[src/rtl/zs_framer_pkg.sv]
package zs_framer_pkg;

    localparam int WORD_W = 32;
    localparam int EVT_W  = 16;

    localparam logic [7:0] MARK_HDR = 8'hA5;
    localparam logic [7:0] MARK_TRL = 8'h5A;

    // number of non-hit words in a block (two header words and the trailer)
    localparam logic [15:0] FRAME_OVERHEAD = 16'd3;

    typedef enum logic [2:0] {
        S_IDLE,
        S_COLLECT,
        S_HDR_EVT,
        S_HDR_CNT,
        S_EMIT,
        S_TRAILER,
        S_WAIT_DRAIN
    } fr_state_t;

    function automatic logic is_write_state(fr_state_t s);
        return (s == S_HDR_EVT) || (s == S_HDR_CNT) ||
               (s == S_EMIT)    || (s == S_TRAILER);
    endfunction

endpackage

[src/rtl/zs_hit_stage.sv]
module zs_hit_stage
    import zs_framer_pkg::*;
#(
    parameter int DEPTH = 16,
    localparam int AW = $clog2(DEPTH),
    localparam int CW = $clog2(DEPTH + 1)
) (
    input  logic              clk,
    input  logic              rst_n,
    input  logic              clr_i,
    input  logic              wr_i,
    input  logic [WORD_W-1:0] din_i,
    input  logic [CW-1:0]     rd_idx_i,
    output logic [WORD_W-1:0] dout_o,
    output logic [CW-1:0]     count_o
);

    logic [WORD_W-1:0] mem [DEPTH];
    logic [CW-1:0]     cnt_q;
    logic              room;

    assign room = (cnt_q < CW'(DEPTH));

    always_ff @(posedge clk or negedge rst_n) begin
        if (!rst_n) begin
            cnt_q <= '0;
        end else if (clr_i) begin
            cnt_q <= '0;
        end else if (wr_i && room) begin
            cnt_q <= cnt_q + 1'b1;
        end
    end

    always_ff @(posedge clk) begin
        if (wr_i && room && !clr_i) begin
            mem[cnt_q[AW-1:0]] <= din_i;
        end
    end

    assign dout_o  = mem[rd_idx_i[AW-1:0]];
    assign count_o = cnt_q;


    stage_bound_chk: assert property (@(posedge clk) disable iff (!rst_n)
        cnt_q <= CW'(DEPTH));


    stage_full_hold_chk: assert property (@(posedge clk) disable iff (!rst_n)
        (!room && !clr_i) |=> (cnt_q == $past(cnt_q)));

endmodule

[src/rtl/zs_word_fmt.sv]
module zs_word_fmt
    import zs_framer_pkg::*;
#(
    parameter int CW = 5
) (
    input  fr_state_t         state_i,
    input  logic [EVT_W-1:0]  evt_i,
    input  logic [CW-1:0]     hit_cnt_i,
    input  logic [WORD_W-1:0] hit_word_i,
    output logic [WORD_W-1:0] word_o
);

    logic [15:0] cnt16;
    logic [15:0] block_len;

    assign cnt16     = 16'(hit_cnt_i);
    assign block_len = cnt16 + FRAME_OVERHEAD;

    always_comb begin
        unique case (state_i)
            S_HDR_EVT: word_o = {MARK_HDR, 8'h00, evt_i};
            S_HDR_CNT: word_o = {16'h0000, block_len};
            S_EMIT:    word_o = hit_word_i;
            S_TRAILER: word_o = {MARK_TRL, 8'h00, cnt16};
            default:   word_o = '0;
        endcase
    end

endmodule

[src/rtl/zs_event_ctrl.sv]
module zs_event_ctrl
    import zs_framer_pkg::*;
#(
    parameter int CW = 5
) (
    input  logic             clk,
    input  logic             rst_n,
    input  logic             trig_i,
    input  logic             overlap_i,
    input  logic             hit_valid_i,
    input  logic             frame_end_i,
    input  logic             host_drained_i,
    input  logic [CW-1:0]    hit_cnt_i,
    output fr_state_t        state_o,
    output logic [EVT_W-1:0] evt_o,
    output logic [CW-1:0]    rd_idx_o,
    output logic             stage_clr_o,
    output logic             stage_wr_o,
    output logic             busy_o,
    output logic             fifo_wr_o
);

    fr_state_t        state_q, state_d;
    logic [EVT_W-1:0] evt_q;
    logic [CW-1:0]    rd_q;
    logic             accept;
    logic             last_hit;

    assign accept   = (state_q == S_IDLE) && trig_i;
    assign last_hit = ((rd_q + 1'b1) == hit_cnt_i);

    // next-state logic
    always_comb begin
        state_d = state_q;
        unique case (state_q)
            S_IDLE:       if (trig_i) state_d = S_COLLECT;
            S_COLLECT:    if (frame_end_i) state_d = S_HDR_EVT;
            S_HDR_EVT:    state_d = S_HDR_CNT;
            S_HDR_CNT:    state_d = (hit_cnt_i == '0) ? S_TRAILER : S_EMIT;
            S_EMIT:       if (last_hit) state_d = S_TRAILER;
            S_TRAILER:    state_d = overlap_i ? S_IDLE : S_WAIT_DRAIN;
            S_WAIT_DRAIN: if (host_drained_i) state_d = S_IDLE;
            default:      state_d = S_IDLE;
        endcase
    end

    // state register, read pointer and event number
    always_ff @(posedge clk or negedge rst_n) begin
        if (!rst_n) begin
            state_q <= S_IDLE;
            evt_q   <= '0;
            rd_q    <= '0;
        end else begin
            state_q <= state_d;
            if (state_q == S_HDR_CNT) begin
                rd_q <= '0;
            end else if (state_q == S_EMIT) begin
                rd_q <= rd_q + 1'b1;
            end
            if (state_q == S_TRAILER) begin
                evt_q <= evt_q + 1'b1;
            end
        end
    end

    // outputs
    always_comb begin
        stage_clr_o = accept;
        stage_wr_o  = (state_q == S_COLLECT) && hit_valid_i;
        fifo_wr_o   = is_write_state(state_q);
        busy_o      = (state_q != S_IDLE) || trig_i;
    end

    assign state_o  = state_q;
    assign evt_o    = evt_q;
    assign rd_idx_o = rd_q;


    evt_step_chk: assert property (@(posedge clk) disable iff (!rst_n)
        (state_q == S_TRAILER) |=> (evt_q == $past(evt_q) + 16'd1));


    drain_hold_chk: assert property (@(posedge clk) disable iff (!rst_n)
        (state_q == S_TRAILER && !overlap_i) |=> busy_o);


    busy_reject_chk: assert property (@(posedge clk) disable iff (!rst_n)
        (state_q != S_IDLE && state_q != S_COLLECT) |=> (state_q != S_COLLECT));


    hdr_follow_chk: assert property (@(posedge clk) disable iff (!rst_n)
        (state_q == S_HDR_EVT) |=> (fifo_wr_o && state_q == S_HDR_CNT));

endmodule

[src/rtl/zs_event_framer.sv]
module zs_event_framer
    import zs_framer_pkg::*;
#(
    parameter int DEPTH = 16
) (
    input  logic        clk,
    input  logic        rst_n,
    input  logic        trig_i,
    input  logic        overlap_i,
    input  logic        hit_valid_i,
    input  logic [31:0] hit_data_i,
    input  logic        frame_end_i,
    input  logic        host_drained_i,
    output logic        fifo_wr_o,
    output logic [31:0] fifo_data_o,
    output logic        busy_o
);

    localparam int CW = $clog2(DEPTH + 1);

    fr_state_t         state;
    logic [EVT_W-1:0]  evt;
    logic [CW-1:0]     rd_idx;
    logic [CW-1:0]     hit_cnt;
    logic [WORD_W-1:0] staged_word;
    logic              stage_clr;
    logic              stage_wr;

    zs_event_ctrl #(.CW(CW)) u_ctrl (
        .clk            (clk),
        .rst_n          (rst_n),
        .trig_i         (trig_i),
        .overlap_i      (overlap_i),
        .hit_valid_i    (hit_valid_i),
        .frame_end_i    (frame_end_i),
        .host_drained_i (host_drained_i),
        .hit_cnt_i      (hit_cnt),
        .state_o        (state),
        .evt_o          (evt),
        .rd_idx_o       (rd_idx),
        .stage_clr_o    (stage_clr),
        .stage_wr_o     (stage_wr),
        .busy_o         (busy_o),
        .fifo_wr_o      (fifo_wr_o)
    );

    zs_hit_stage #(.DEPTH(DEPTH)) u_stage (
        .clk      (clk),
        .rst_n    (rst_n),
        .clr_i    (stage_clr),
        .wr_i     (stage_wr),
        .din_i    (hit_data_i),
        .rd_idx_i (rd_idx),
        .dout_o   (staged_word),
        .count_o  (hit_cnt)
    );

    zs_word_fmt #(.CW(CW)) u_fmt (
        .state_i    (state),
        .evt_i      (evt),
        .hit_cnt_i  (hit_cnt),
        .hit_word_i (staged_word),
        .word_o     (fifo_data_o)
    );


    accept_busy_chk: assert property (@(posedge clk) disable iff (!rst_n)
        (state == S_IDLE && trig_i) |-> busy_o);


    trailer_tag_chk: assert property (@(posedge clk) disable iff (!rst_n)
        (state == S_TRAILER) |-> (fifo_wr_o && fifo_data_o[31:24] == MARK_TRL));


    overlap_release_chk: assert property (@(posedge clk) disable iff (!rst_n)
        (state == S_TRAILER && overlap_i) |=> (state == S_IDLE));

endmodule

[config.mk]
export PLATFORM = sky130hd
export DESIGN_NAME = zs_event_framer
export DESIGN_NICKNAME = d
export VERILOG_FILES = /design/src/rtl/zs_framer_pkg.sv /design/src/rtl/zs_hit_stage.sv /design/src/rtl/zs_word_fmt.sv /design/src/rtl/zs_event_ctrl.sv /design/src/rtl/zs_event_framer.sv
export SDC_FILE = /design/constraint.sdc
export NUM_CORES = 1
export LEC_CHECK = 0
export ABC_AREA = 1
export CAP_MARGIN = 15
export CORE_MARGIN = 2
export CORE_UTILIZATION = 61
export DETAILED_ROUTE_END_ITERATION = 12
export PLACE_DENSITY = 0.84
export SYNTH_ARGS = -nofsm -noshare
export SYNTH_HDL_FRONTEND = slang
export SYNTH_SLANG_ARGS = --single-unit
[constraint.sdc]
create_clock -name clk -period 6.23 [get_ports clk]
set_input_delay 1.246 -clock clk [delete_from_list [all_inputs] [get_ports clk]]
set_output_delay 1.246 -clock clk [all_outputs]
set_load 0.1 [all_outputs]
Yosys cells after proc, flatten, opt, wreduce, memory -nomap -nowiden:

Memories as Yosys holds them, arrays and structs flattened.
Cells that the tools add are included.

* bits in registers: 29
* bits in writable memories: 512
* bits of input ports: 39
* output and inout port bits: 34
* word-level logic and storage cells: 50
* memories kept: 1

Memories
* u_stage.mem: words 16, width 32, rd ports 1, clocked after Yosys merged registers in 0, write ports 1, RTL line zs_hit_stage.sv:18 `logic [WORD_W-1:0] mem [DEPTH];`

* add/sub/neg operators: 4
* order comparisons: 1
* equal/unequal tests: 11
* multiplexer cells: 14
* reductions and logical operators: 15

Operators with widths (count)
* 32-bit case mux with 4 select lines: 1
* 3-bit case mux with 7 select lines: 1
* 5-bit 2-to-1 mux: 4
* 16-bit by 1-bit adder with 16-bit output, second input constant: 1
* 3-bit 2-to-1 mux: 5
* 5-bit by 1-bit adder with 5-bit output, second input constant: 2
* 3-bit == test, second input constant: 3
* 5-bit by 2-bit adder with 6-bit output, second input constant: 1
* 3-bit by 2-bit == test with 1-bit output, second input constant: 2
* 2-bit inequality test, second input constant: 3
* 5-bit == test: 1
* 5-bit zero test: 1
* 5-bit less-than comparator, second input constant: 1
* 1-bit logical AND: 4
* 1-bit logical OR: 4
* 4-bit AND reduction: 1
* 2-bit nonzero test: 2
* 3-bit by 1-bit == test with 1-bit output, second input constant: 1
* 3-bit zero test: 1
* 1-bit 2-to-1 mux: 3
* 3-bit nonzero test: 1
* 2-bit by 1-bit inequality test with 1-bit output, second input constant: 1
* 1-bit zero test: 1

Logic depth before layout (Yosys ltp):

* depth in word-level cells: 6
* depth in mapped cells: 11
* gate-level depth less buffers: 11

Modules after synthesis:

From an unflattened synthesis, not the netlist that was laid out.

* cells, all modules: 2420
* area, all modules: 24327.1 µm²

By module, submodules not included
* zs_hit_stage: times used 1, cells an instance 2118, area an instance 22374.0 µm², seq. area each 15499.9 µm²
* zs_event_ctrl: times used 1, cells an instance 163, area an instance 1347.5 µm², seq. area each 600.6 µm²
* zs_word_fmt: times used 1, cells an instance 139, area an instance 605.6 µm², seq. area each 0.0 µm²

Least setup slack after synthesis:

OpenSTA, ideal clock, no wires.

* kind: input -> register
* start: input port hit_valid_i
* end: memory u_stage.mem[12][0] (enable)
* library setup time: 502 ps
* arrival: 4886 ps
* data required time: 5728 ps
* slack: 843 ps
* cell stages on the path: 4
* buffers on the path: 0
* path through: nand2_1 -> nor2_1 -> inv_1 -> nor4_1

* word-level cells in the longest chain between the ends: 5

RTL lines
* from (decl): RTL line zs_event_framer.sv:10 `input logic hit_valid_i,`
* 1-bit logical AND: RTL line zs_event_ctrl.sv:69 `stage_wr_o = (state_q == S_COLLECT) && hit_valid_i;`
* 1-bit logical AND (2 in series): RTL line zs_hit_stage.sv:35 `if (wr_i && room && !clr_i) begin`
* 1-bit 2-to-1 mux: RTL line zs_hit_stage.sv:35
* 1-bit 2-to-1 mux (implied by the code): RTL line zs_hit_stage.sv:36 `mem[cnt_q[AW-1:0]] <= din_i;`
* to (decl): RTL line zs_hit_stage.sv:18

No other way between the ends.

Worst setup path in the final report:

* start: register u_ctrl.rd_q[0], in the netlist u_ctrl.rd_idx_o[0]
* end: output port fifo_data_o[14]

* word-level cells in the longest chain between the ends: 2

RTL lines
* from (decl): RTL line zs_event_ctrl.sv:25 `logic [CW-1:0] rd_q;`
* from (signal assigned): RTL line zs_event_ctrl.sv:58 `rd_q <= rd_q + 1'b1;`
* memory read 16 x 32 bit
* 32-bit case mux with 4 select lines: RTL line zs_word_fmt.sv:20 `unique case (state_i)`
* to (decl): RTL line zs_event_framer.sv:15 `output logic [31:0] fifo_data_o,`

No other way between the ends.

==> run metrics <==
Distinct cells, synth=36; Worst-Skew Late Latency=0.59 ns; peak supply drop=0.352 mV; commonest non-fill, non-tap cell in the layout=edfxtp_1; DR vias=15300; layout cells sized above 1=8.02%; Final Hold Viols=0; worst clock skew=0.0202 ns; Via density=roughly 6.4; worst slack, placed=~1.9 ns; Critical Path Max Stage Delay=0.76 ns; post-CTS sizing=0; largest net degree at the start of global routing=around 200; highest clock rate=0.199 GHz; cts hold-fix bufs=0; Seq cells post-synth=~540; final core utilization=69.5%; final slew viol count=0; GRT Total Usage=29.1%; worst path cell trace=inv_6, buf_12, nand2_1, nand2_1, a21oi_1, o21ai_0, nand2_1, nand2_1, nand3_1, nand2_1, buf_4; combinational power share=34.5%; H-tree depth=2; Cells after Synth=1840; Power Dens Cells=447 mW/mm2; LEAKAGE=8.42 nW; WL per Instance=around 23 um; routed wire length=55100 um; hold_ws=0.514 ns; crit-path most repeated cell=nand2_1; CTS max path bufs=3; Pre-antenna DRT Iters=6; Final ANT Viol Nets=0; dpl cell area=0.0232 mm2; Finished Cell Area=roughly 0.025 mm2; initial antenna violation count=2; first-pass GRT wire length=84400 um; Net Sw Frac=39.3%; DP HPWL=just under 30000 um; FILL cells=2205; max-cap check violation count=0; Root Driver=clkbuf_16; setup_tns=0 ns; Reg power frac=38.8%; vias in the first global route=15000; CP endpoint kind=output pin; Horiz. Die Dim=slightly below 200 um; Seq/Total Area, Yosys=between 70% and 80%; Initial Utilization=roughly 62%; Die Y=195 um; Crit Path Category=flip-flop to output pin; Power Total=11.1 mW; Cell Count, Final, Fillers Out=2383; Initial DRC Count=2363; status=finished, final reports clean; Worst Path Buf+Inv=3; min Tclk post-route=5.04 ns; worst-path fanout max=130; final setup margin=1.19 ns; CP Launch Type=flip-flop; placed insts=about 2300; HP Class=flip-flop to flip-flop; row count=69; RSZ-0062 raised after global routing=false; Port Buf Inserts=72; post-synthesis cell area=0.0222 mm2; CP arrival=around 3.8 ns; cell at the slowest stage of the critical path=dfrtp_4; Core Region=0.0357 mm2; CTS tree=yes; RD Place Congestion=0.831; clock share of power=26.6%; Clock transition at path regs=0.06 ns; Synth Area per Inst=12.1 um2; syn nets=1886; Sw Pwr=4.36 mW; P_int=~6.7 mW; most frequent cells in the layout=edfxtp_1, nor2_1, o21ai_0; final worst-path cycle share=80.9%; CP required=4.98 ns; Tightest Pin Transition=1.24 ns; fin nets=1926; Final Setup Violations=0; Area growth, synth to finish=11.7%; Die ar.=0.0379 mm2; Slew headroom=approximately 17%; Ports=73; sinks on the clock net=541; Warnings, synthesis=0; grt ovf=0; Crit path max-delay family=buffers and inverters; DRC viols=0; Num CTS Buffers=52; Post-CTS Setup Inserts=0
-- layer usage --
layer | wire length (um) | track usage (%) | vias to the layer above
met5 | 14 | 0 | -
met2 | 27200 | 48.3 | 1132
met3 | 6110 | 5.38 | 167
li1 | - | - | 6670
met4 | 1960 | 12.1 | 2
met1 | 19800 | 38.3 | 7292
-- worst min-delay path, stage by stage, from the launching register on --
cell and delay [ns]:
dfrtp_1 0.37, nand2_1 0.06, nand2_1 0.05
-- power by group through the flow --
stage               Sequential (mW)  Combinational [mW]  Clock (mW)
floorplan                      4.21                2.92           0
global placement               4.36                3.55           0
detailed placement             4.37                3.69           0
CTS                            4.29                3.77        2.95
global route                   4.32                4.13        3.11
finish                         4.30                3.82        2.95
-- flip-flops by register name (all words and copies together), names as in the netlist --
name,cells
u_ctrl.evt_o,16
u_ctrl.rd_idx_o,5
u_ctrl.state_o,3
u_stage.count_o,5
u_stage.mem,512
-- logic make-up after synthesis --
logic type	share of synthesized area [%]
fa+ha+maj	0.395
simple gates	12.7
compound gates	10.6
flops	72.6
buf+inv	3.34
xor+xnor	0.395
-- Yosys cell counts (all sizes together) --
cell	n	area [um2]
or2	2	12.5
a31oi	2	12.5
o21ai	295	1480
nor2	417	1570
clkinv	1	3.75
nand3	78	395
o22ai	5	31.3
a22oi	1	7.51
a221oi	2	17.5
inv	41	154
nor4	2	12.5
dfrtp	29	726
nor3	7	40.0
xnor2	5	43.8
a22o	1	8.76
a21oi	25	125
nand4	9	56.3
nand2	191	717
buf	64	399
ha	7	87.6
nand3b	1	7.51
clkbuf	49	184
xor2	5	43.8
o211ai	87	653
o21a	1	7.51
o221ai	1	8.76
edfxtp	512	15400
-- path summary, 6_finish.rpt --
check,start,endpoint,slack (ns),cells after the start
max,u_ctrl.rd_idx_o[0],fifo_data_o[14],1.19,11
min,u_ctrl.evt_o[15],u_ctrl.evt_o[15],0.51,2
max reg2reg,u_ctrl.state_o[2],u_stage.mem[14][26],3.17,6
min reg2reg,u_ctrl.evt_o[15],u_ctrl.evt_o[15],0.51,2
max in group asynchronous,rst_n,u_ctrl.rd_idx_o[1],4.84,2
min in group asynchronous,rst_n,u_ctrl.evt_o[1],1.07,2
-- final cells by class --
class,count,area [um2],area share (%)
sequential,541,16100,65.0
multi-input combinational,1144,5450,22.0
clock buffer,61,1340,5.39
timing repair buffer,99,893,3.61
tap,461,577,2.33
clock inverter,34,241,0.975
inverter,42,163,0.657
antenna,1,2.50,0.0101
Note: power is estimated with default switching activity, not from simulation.
